**src/rtl/mframe_lock.sv**
```systemverilog
module mframe_lock #(
  parameter int MF_LEN = 8,
  parameter logic [63:0] SYNC_WORD = 64'h78F6_78F6_78F6_78F6,
  parameter int LOCK_CNT = 4,
  parameter int MISS_CNT = 3
) (
  input  logic        clk,
  input  logic        rst_n,
  input  logic        wd_valid,
  input  logic [1:0]  wd_hdr,
  input  logic [63:0] wd_data,
  input  logic        blk_lock,
  output logic        mf_lock,
  output logic        mf_start,
  output logic        mf_pos_err,
  output logic        sync_err,
  output logic        skip_ins,
  output logic        pyld_ins,
  output logic        skip_err,
  output logic        diag_err,
  output logic [1:0]  lane_status
);
  localparam int PW = $clog2(MF_LEN);
  localparam int CW = $clog2(LOCK_CNT + 1);
  localparam int MW = $clog2(MISS_CNT + 1);
  localparam logic [5:0] T_SCR  = 6'b001010;
  localparam logic [5:0] T_SKIP = 6'b000111;
  localparam logic [5:0] T_DIAG = 6'b011001;
  localparam logic [PW-1:0] LAST = PW'(MF_LEN - 1);

  logic [PW-1:0] pos_q;
  logic [CW-1:0] cnt_q;
  logic [MW-1:0] miss_q;

  wire is_ctl  = (wd_hdr == 2'b10);
  wire is_sync = is_ctl && (wd_data == SYNC_WORD);
  wire is_scr  = is_ctl && (wd_data[63:58] == T_SCR);
  wire is_skip = is_ctl && (wd_data[63:58] == T_SKIP);
  wire is_diag = is_ctl && (wd_data[63:58] == T_DIAG);
  wire hunt    = !mf_lock && (cnt_q == '0);
  wire take    = wd_valid && blk_lock;
  wire at_pay  = (pos_q > PW'(2)) && (pos_q < LAST);
  wire [PW-1:0] pos_nxt = (pos_q == LAST) ? '0 : pos_q + 1'b1;

  always_ff @(posedge clk) begin
    if (!rst_n) begin
      mf_lock <= 1'b0; pos_q <= '0; cnt_q <= '0; miss_q <= '0;
    end else if (!blk_lock) begin
      mf_lock <= 1'b0; pos_q <= '0; cnt_q <= '0; miss_q <= '0;
    end else if (wd_valid) begin
      if (hunt) begin
        if (is_sync) begin
          cnt_q <= CW'(1);
          pos_q <= PW'(1);
        end
      end else if (!mf_lock) begin
        pos_q <= pos_nxt;
        if (pos_q == '0) begin
          if (!is_sync) cnt_q <= '0;
          else if (cnt_q == CW'(LOCK_CNT - 1)) begin
            mf_lock <= 1'b1;
            cnt_q   <= '0;
            miss_q  <= '0;
          end else cnt_q <= cnt_q + 1'b1;
        end
      end else begin
        pos_q <= pos_nxt;
        if (pos_q == PW'(1)) begin
          if (is_scr) miss_q <= '0;
          else if (miss_q == MW'(MISS_CNT - 1)) begin
            mf_lock <= 1'b0;
            miss_q  <= '0;
            cnt_q   <= '0;
          end else miss_q <= miss_q + 1'b1;
        end
      end
    end
  end

  always_ff @(posedge clk) begin
    if (!rst_n) begin
      mf_start <= 1'b0; mf_pos_err <= 1'b0; skip_ins <= 1'b0; pyld_ins <= 1'b0;
      sync_err <= 1'b0; skip_err <= 1'b0; diag_err <= 1'b0; lane_status <= 2'b00;
    end else begin
      mf_start   <= take && (hunt ? is_sync : (pos_q == '0));
      mf_pos_err <= take && mf_lock && (pos_q != '0) && is_sync;
      skip_ins   <= take && mf_lock && at_pay && is_skip;
      pyld_ins   <= take && mf_lock && (pos_q == PW'(2)) && (wd_hdr == 2'b01);
      if (take) begin
        sync_err <= mf_lock && (pos_q == '0) && !is_sync;
        skip_err <= mf_lock && (pos_q == PW'(2)) && !is_skip && (wd_hdr != 2'b01);
        diag_err <= mf_lock && (pos_q == LAST) && !is_diag;
        if (mf_lock && (pos_q == LAST) && is_diag) lane_status <= wd_data[33:32];
      end
    end
  end


  lock_rise_chk: assert property (@(posedge clk) disable iff (!rst_n)
    $rose(mf_lock) |-> $past(wd_valid && blk_lock && wd_hdr == 2'b10 && wd_data == SYNC_WORD));

  lock_fall_chk: assert property (@(posedge clk) disable iff (!rst_n)
    $fell(mf_lock) |-> $past(!blk_lock || (wd_valid && !(wd_hdr == 2'b10 && wd_data[63:58] == T_SCR))));

  blk_drop_chk: assert property (@(posedge clk) disable iff (!rst_n)
    !blk_lock |=> !mf_lock);

  sync_hold_chk: assert property (@(posedge clk) disable iff (!rst_n)
    !blk_lock |=> $stable(sync_err));

  skip_hold_chk: assert property (@(posedge clk) disable iff (!rst_n)
    !blk_lock |=> $stable(skip_err));

  diag_hold_chk: assert property (@(posedge clk) disable iff (!rst_n)
    !blk_lock |=> ($stable(diag_err) && $stable(lane_status)));

  idle_start_chk: assert property (@(posedge clk) disable iff (!rst_n)
    !wd_valid |=> !mf_start);

  skip_excl_chk: assert property (@(posedge clk) disable iff (!rst_n)
    $onehot0({skip_ins, pyld_ins, skip_err}));
endmodule

```
**config.mk**
```make
export PLATFORM = sky130hd
export DESIGN_NAME = mframe_lock
export DESIGN_NICKNAME = d
export VERILOG_FILES = /design/src/rtl/mframe_lock.sv
export SDC_FILE = /design/constraint.sdc
export NUM_CORES = 1
export LEC_CHECK = 0
export BUFFER_PORTS_ARGS = -buffer_cell sky130_fd_sc_hd__buf_2
export CORE_AREA = 5 5 70 72
export CTS_BUF_LIST = sky130_fd_sc_hd__clkbuf_2 sky130_fd_sc_hd__clkbuf_4 sky130_fd_sc_hd__clkbuf_8
export CTS_CLUSTER_DIAMETER = 40
export DETAILED_ROUTE_END_ITERATION = 6
export DIE_AREA = 0 0 75 77
export PLACE_DENSITY = 0.6
export SLEW_MARGIN = 20
export SYNTH_ARGS = -nofsm -noshare
export SYNTH_HDL_FRONTEND = slang
export SYNTH_SLANG_ARGS = --single-unit
export TNS_END_PERCENT = 50
```
**constraint.sdc**
```tcl
create_clock -name clk -period 4.4 [get_ports clk]
set_clock_uncertainty 0.2 [all_clocks]
set_input_delay 0.44 -clock clk [delete_from_list [all_inputs] [get_ports clk]]
set_output_delay 0.44 -clock clk [all_outputs]
set_load 0.1 [all_outputs]
```
### Word level (Yosys, flattened, before mapping)

Index checks and enable logic that the tools add are counted.

| word-level totals | value |
|---|---|
| register bits | 18 |
| input port bits | 70 |
| output and inout bits | 10 |
| logic and storage cells | 101 |

| operators by class | value |
|---|---|
| $add $sub $neg | 3 |
| magnitude comparators | 2 |
| equal/unequal tests | 17 |
| muxes and demuxes | 26 |
| bitwise operators | 1 |
| reduce and logical (&&, ||, !) cells | 40 |

Operators by type and width:

| operator | count |
|---|---|
| 64-bit by 63-bit equality test with 1-bit output (second input constant) | 1 |
| 3-bit 2-to-1 mux | 11 |
| 1-bit logical AND | 23 |
| 2-bit 2-to-1 mux | 7 |
| 6-bit AND reduction | 2 |
| 1-bit 2-to-1 mux | 8 |
| 2-bit AND reduction | 4 |
| 3-bit by 1-bit adder with 3-bit output (second input constant) | 2 |
| 3-bit by 2-bit equality test with 1-bit output (second input constant) | 2 |
| 6-bit by 3-bit equality test with 1-bit output (second input constant) | 1 |
| 6-bit by 4-bit equality test with 1-bit output (second input constant) | 1 |
| 6-bit by 5-bit equality test with 1-bit output (second input constant) | 1 |
| 3-bit zero test | 2 |
| 3-bit by 1-bit inequality test with 1-bit output (second input constant) | 2 |
| 2-bit nonzero test | 3 |
| 3-bit nonzero test | 2 |
| 2-bit equality test (second input constant) | 2 |
| 1-bit zero test | 4 |
| 2-bit by 1-bit inequality test with 1-bit output (second input constant) | 2 |
| 3-bit by 1-bit equality test with 1-bit output (second input constant) | 1 |
| 3-bit equality test (second input constant) | 1 |
| 3-bit by 2-bit > comparator with 1-bit output (second input constant) | 1 |
| 3-bit less-than comparator (second input constant) | 1 |
| 3-bit by 2-bit inequality test with 1-bit output (second input constant) | 1 |
| other kinds (4) | 4 |

### Depth between registers and ports, before layout

| logic depth | value |
|---|---|
| depth in word-level cells | 6 |
| depth in mapped cells | 8 |
| depth with buffers taken out | 8 |

### Worst setup path after synthesis

OpenSTA, ideal clock, no wires.

| timing path | value |
|---|---|
| kind | input -> register |
| start | input wd_data[9] |
| end | register miss_q[0] |
| library setup time | 0.116 ns |
| data arrival time | 2.361 ns |
| required time | 4.084 ns |
| path slack | 1.723 ns |
| stages on the path | 7 |
| buffers on the path | 1 |
| path through | or4b_4 -> nor4_2 -> nand4_1 -> or3_1 -> buf_6 -> or3_4 -> a41o_1 |

| on the way | value |
|---|---|
| longest elaborated chain between the ends | 4 |

Ends and longest elaborated chain:

| what | RTL line | RTL |
|---|---|---|
| start: declaration | 11 | `input logic [63:0] wd_data,` |
| 64-bit by 63-bit equality test with 1-bit output | 36 | `wire is_sync = is_ctl && (wd_data == SYNC_WORD);` |
| 1-bit logical AND | 36 |  |
| 2-bit nonzero test (no source line) | -- |  |
| 6-bit AND reduction (no source line) | -- |  |
| end signal: assignment | 74 | `end else miss_q <= miss_q + 1'b1;` |
| end: declaration | 33 | `logic [MW-1:0] miss_q;` |

Every way passes these cells.
A chain may end at the register's enable or synchronous reset.

### Worst setup path after layout

Same ends and word-level chain as after synthesis.

==> flow_metrics.tcl <==
set metrics [dict create \
    holdPathStages 2 \
    tightest_slew_ns 0.633 \
    yosysTopAreaCell "dfxtp_1" \
    r2r_slack_ns 2.29 \
    synth-edff-count 0 \
    fin_setup_tns_ns 0 \
    portBuffers 79 \
    irDropWorstVdd_uv 89.1 \
    ys.flop_type "dfxtp_1" \
    clk_latency_ns 0.25 \
    drv_slew 0 \
    clk_path_buf_depth 2 \
    multi_input_area_um2 805 \
    routed_via_density 4.99 \
    fmax_mhz 377 \
    fillers 462 \
    synth_area_um2 1200 \
    r2r_cells 6 \
    rows 24 \
    routedWlPerCell_um 13.1 \
    grt_pass1_vias 1362 \
    crit_path_end_kind "flip-flop" \
    synth_cell_type_count 42 \
    seq_area_um2 360 \
    async_reset_ff_share_pct 0 \
    status "completed" \
    syn_inst 144 \
    hold_viol_final 0 \
    worstReg2RegStart "pos_q[1]$_SDFFE_PN0P_" \
    drt-pass1-iter-count 4 \
    grt_first_pass_wirelength_um 5910 \
    yosysMostFrequentCell "dfxtp_1" \
    start_util_pct 28.4 \
    drive_gt1_share_pct 39.7 \
    ys_top_cells_by_count "18 x dfxtp_1, 10 x nand2_1, 9 x nand4_1" \
    cts_hold_buf 0 \
    hp-class "flip-flop to flip-flop" \
    die_w_um 75 \
    cts-root-buf "clkbuf_8" \
    drv_cap 0 \
    syn-num-nets 221 \
    met2_usage_pct 21.9 \
    die_h_um 77 \
    hold_end "sync_err$_SDFFE_PN0P_" \
    grt.overflow.total 0 \
    grtUsageMet1_pct 15.5 \
    ant_nets 0 \
    htree_levels 1 \
    grt_use_met3_pct 3.66 \
    clkSlewWorstSetupHoldPaths_ns 0.07 \
    r2r-end "cnt_q[0]$_SDFFE_PN0P_" \
    drc_errors 0 \
    track_usage_pct 12.7 \
    rsz0062_at_grt "false" \
    p_per_area_nw_per_um2 203 \
    core_area_um2 4230 \
    avgSynthCellArea_um2 8.35 \
    synthTopCellsByArea "dfxtp_1 30%, ha_1 7.3%, nand4_1 4.7%, nor2b_1 4.2%, nand2b_1 3.6%" \
    critPathMaxStageDelay_ns 0.53 \
    criticalPathCategory "input pin to flip-flop" \
    synth-seq-area-share_pct 30.0 \
    holdCritStartpoint "sync_err$_SDFFE_PN0P_" \
    cp.arrival_ns 2.61 \
    cts.sink_count 18 \
    cts_setup_buffers 0 \
    p_leak_nw 0.732 \
    crit_path_max_fanout 9 \
    numCtsBuffers 3 \
    path_cells "buf_2 > or4b_4 > nor4_2 > nand4_1 > or3_1 > or3_4 > a41o_1" \
    tritoncts "built" \
    vias 1377 \
    cp-start-kind "input pin" \
    dpl-instance-area_um2 1640 \
    grt_busiest_layer "met2" \
    antenna_found_initial 0 \
    dieArea_um2 5780 \
    setup_viol 0 \
    fin_crit_sh_pct 60.3 \
    layout_min_cycle_time_ns 2.65 \
    syn_to_final_growth_pct 41.3 \
    ys.warnings.count 0 \
    slowest_stage "or3_1" \
    ys_ff_latch 18 \
    grt_max_degree 15 \
    required_ns 4.35 \
    hpwl_um 3070 \
    io_pins 80 \
    synth_top_area_share_pct 30.0 \
    drt_iter0_drc 59 \
    final_core_util_pct 40.1 \
    relSlewSlack_pct 57.4 \
    design_area_um2 1700 \
    ctsResizeCount 0 \
    nets 302 \
    diodes 0 \
    gp_congestion 0.806 \
    wl_um 3610 \
]
[placed cells by master (no fill, tap or decap), types with 2 or more instances in the layout]
| master | count |
|---|---|
| nand4_1 | 9 |
| nor2_1 | 7 |
| ha_1 | 7 |
| nand4bb_1 | 2 |
| mux2i_1 | 2 |
| or3_1 | 4 |
| nand2_1 | 10 |
| a31oi_1 | 3 |
| or2_2 | 2 |
| a21boi_0 | 2 |
| and3_1 | 3 |
| nor4bb_1 | 2 |
| a21oi_1 | 4 |
| and2_1 | 2 |
| clkbuf_8 | 4 |
| nand2b_1 | 7 |
| o21ai_0 | 7 |
| nor2b_1 | 8 |
| nand3_1 | 5 |
| nand4b_1 | 5 |
| buf_2 | 79 |
| dfxtp_1 | 18 |
| nor4_1 | 6 |
| nor3_1 | 4 |
| inv_1 | 5 |
[routing by layer]
layer | vias to the layer above | routed length (µm)
met4 | 0 | 23
met1 | 632 | 1520
met5 | - | 0
met3 | 4 | 208
met2 | 31 | 1860
li1 | 710 | -
[cells by family (layout without fill, tap and decap cells)]
logic type,Yosys count,after routing,synth area share [%]
AOI/OAI and AO/OA,25,25,13.5
adders and majority gates,7,7,7.28
buffers and inverters,8,88,3.12
DFF,18,18,30.0
muxes,2,2,1.66
and+or+nand+nor,84,84,44.4
[through the flow]
step | worst slack (ns) | hold slack, ns | cells | power (W)
CTS | 1.73 | 0.257 | 276 | 0.000351
detailed placement | 1.45 | 0.249 | 272 | 0.000214
finish | 1.75 | 0.257 | 276 | 0.000346
floorplan | 1.72 | 0.243 | 144 | 0.000180
global route | 1.64 | 0.265 | 276 | 0.000365
global placement | 1.51 | 0.244 | 272 | 0.000213
[state kept, by name, indices dropped and copies added, names as in the netlist]
signal	cells
cnt_q	3
pos_q	3
lane_status	2
miss_q	2
diag_err	1
mf_lock	1
mf_pos_err	1
mf_start	1
pyld_ins	1
skip_err	1
skip_ins	1
sync_err	1
[layout make-up]
type | count | area share [%]
timing repair buffer | 79 | 23.3
tap | 52 | 3.83
sequential | 18 | 21.2
multi-input combinational | 118 | 47.3
clock buffer | 4 | 3.24
inverter | 5 | 1.10
[worst max path at each step]
| stage | slack [ns] | to | start | depth (start not counted) |
|---|---|---|---|---|
| final | 1.75 | miss_q[0]$_SDFFE_PN0P_ | wd_data[9] | 7 |
| after global routing | 1.64 | miss_q[0]$_SDFFE_PN0P_ | wd_data[9] | 7 |
| after CTS | 1.73 | miss_q[0]$_SDFFE_PN0P_ | wd_data[9] | 7 |
| after detailed placement | 1.45 | miss_q[0]$_SDFFE_PN0P_ | wd_data[9] | 7 |
| after global placement | 1.51 | miss_q[0]$_SDFFE_PN0P_ | wd_data[9] | 7 |
| after floorplan | 1.72 | miss_q[0]$_SDFFE_PN0P_ | wd_data[9] | 7 |
[power breakdown]
group          internal, W  leakage [nW]   total, W  switching, W
sequential        0.000163         0.145   0.000163             0
clock            0.0000795        0.0288   0.000135     0.0000554
combinational    0.0000287         0.559  0.0000478     0.0000191
total             0.000271         0.732   0.000346     0.0000744
[worst max-delay path: cells and delay by family]
family | cells | cell delay [ns]
AND/OR/NAND/NOR | 5 | 1.84
AO/OA/AOI/OAI | 1 | 0.23
buffers and inverters | 1 | 0.10
Note: power is estimated with default switching activity, not from simulation.
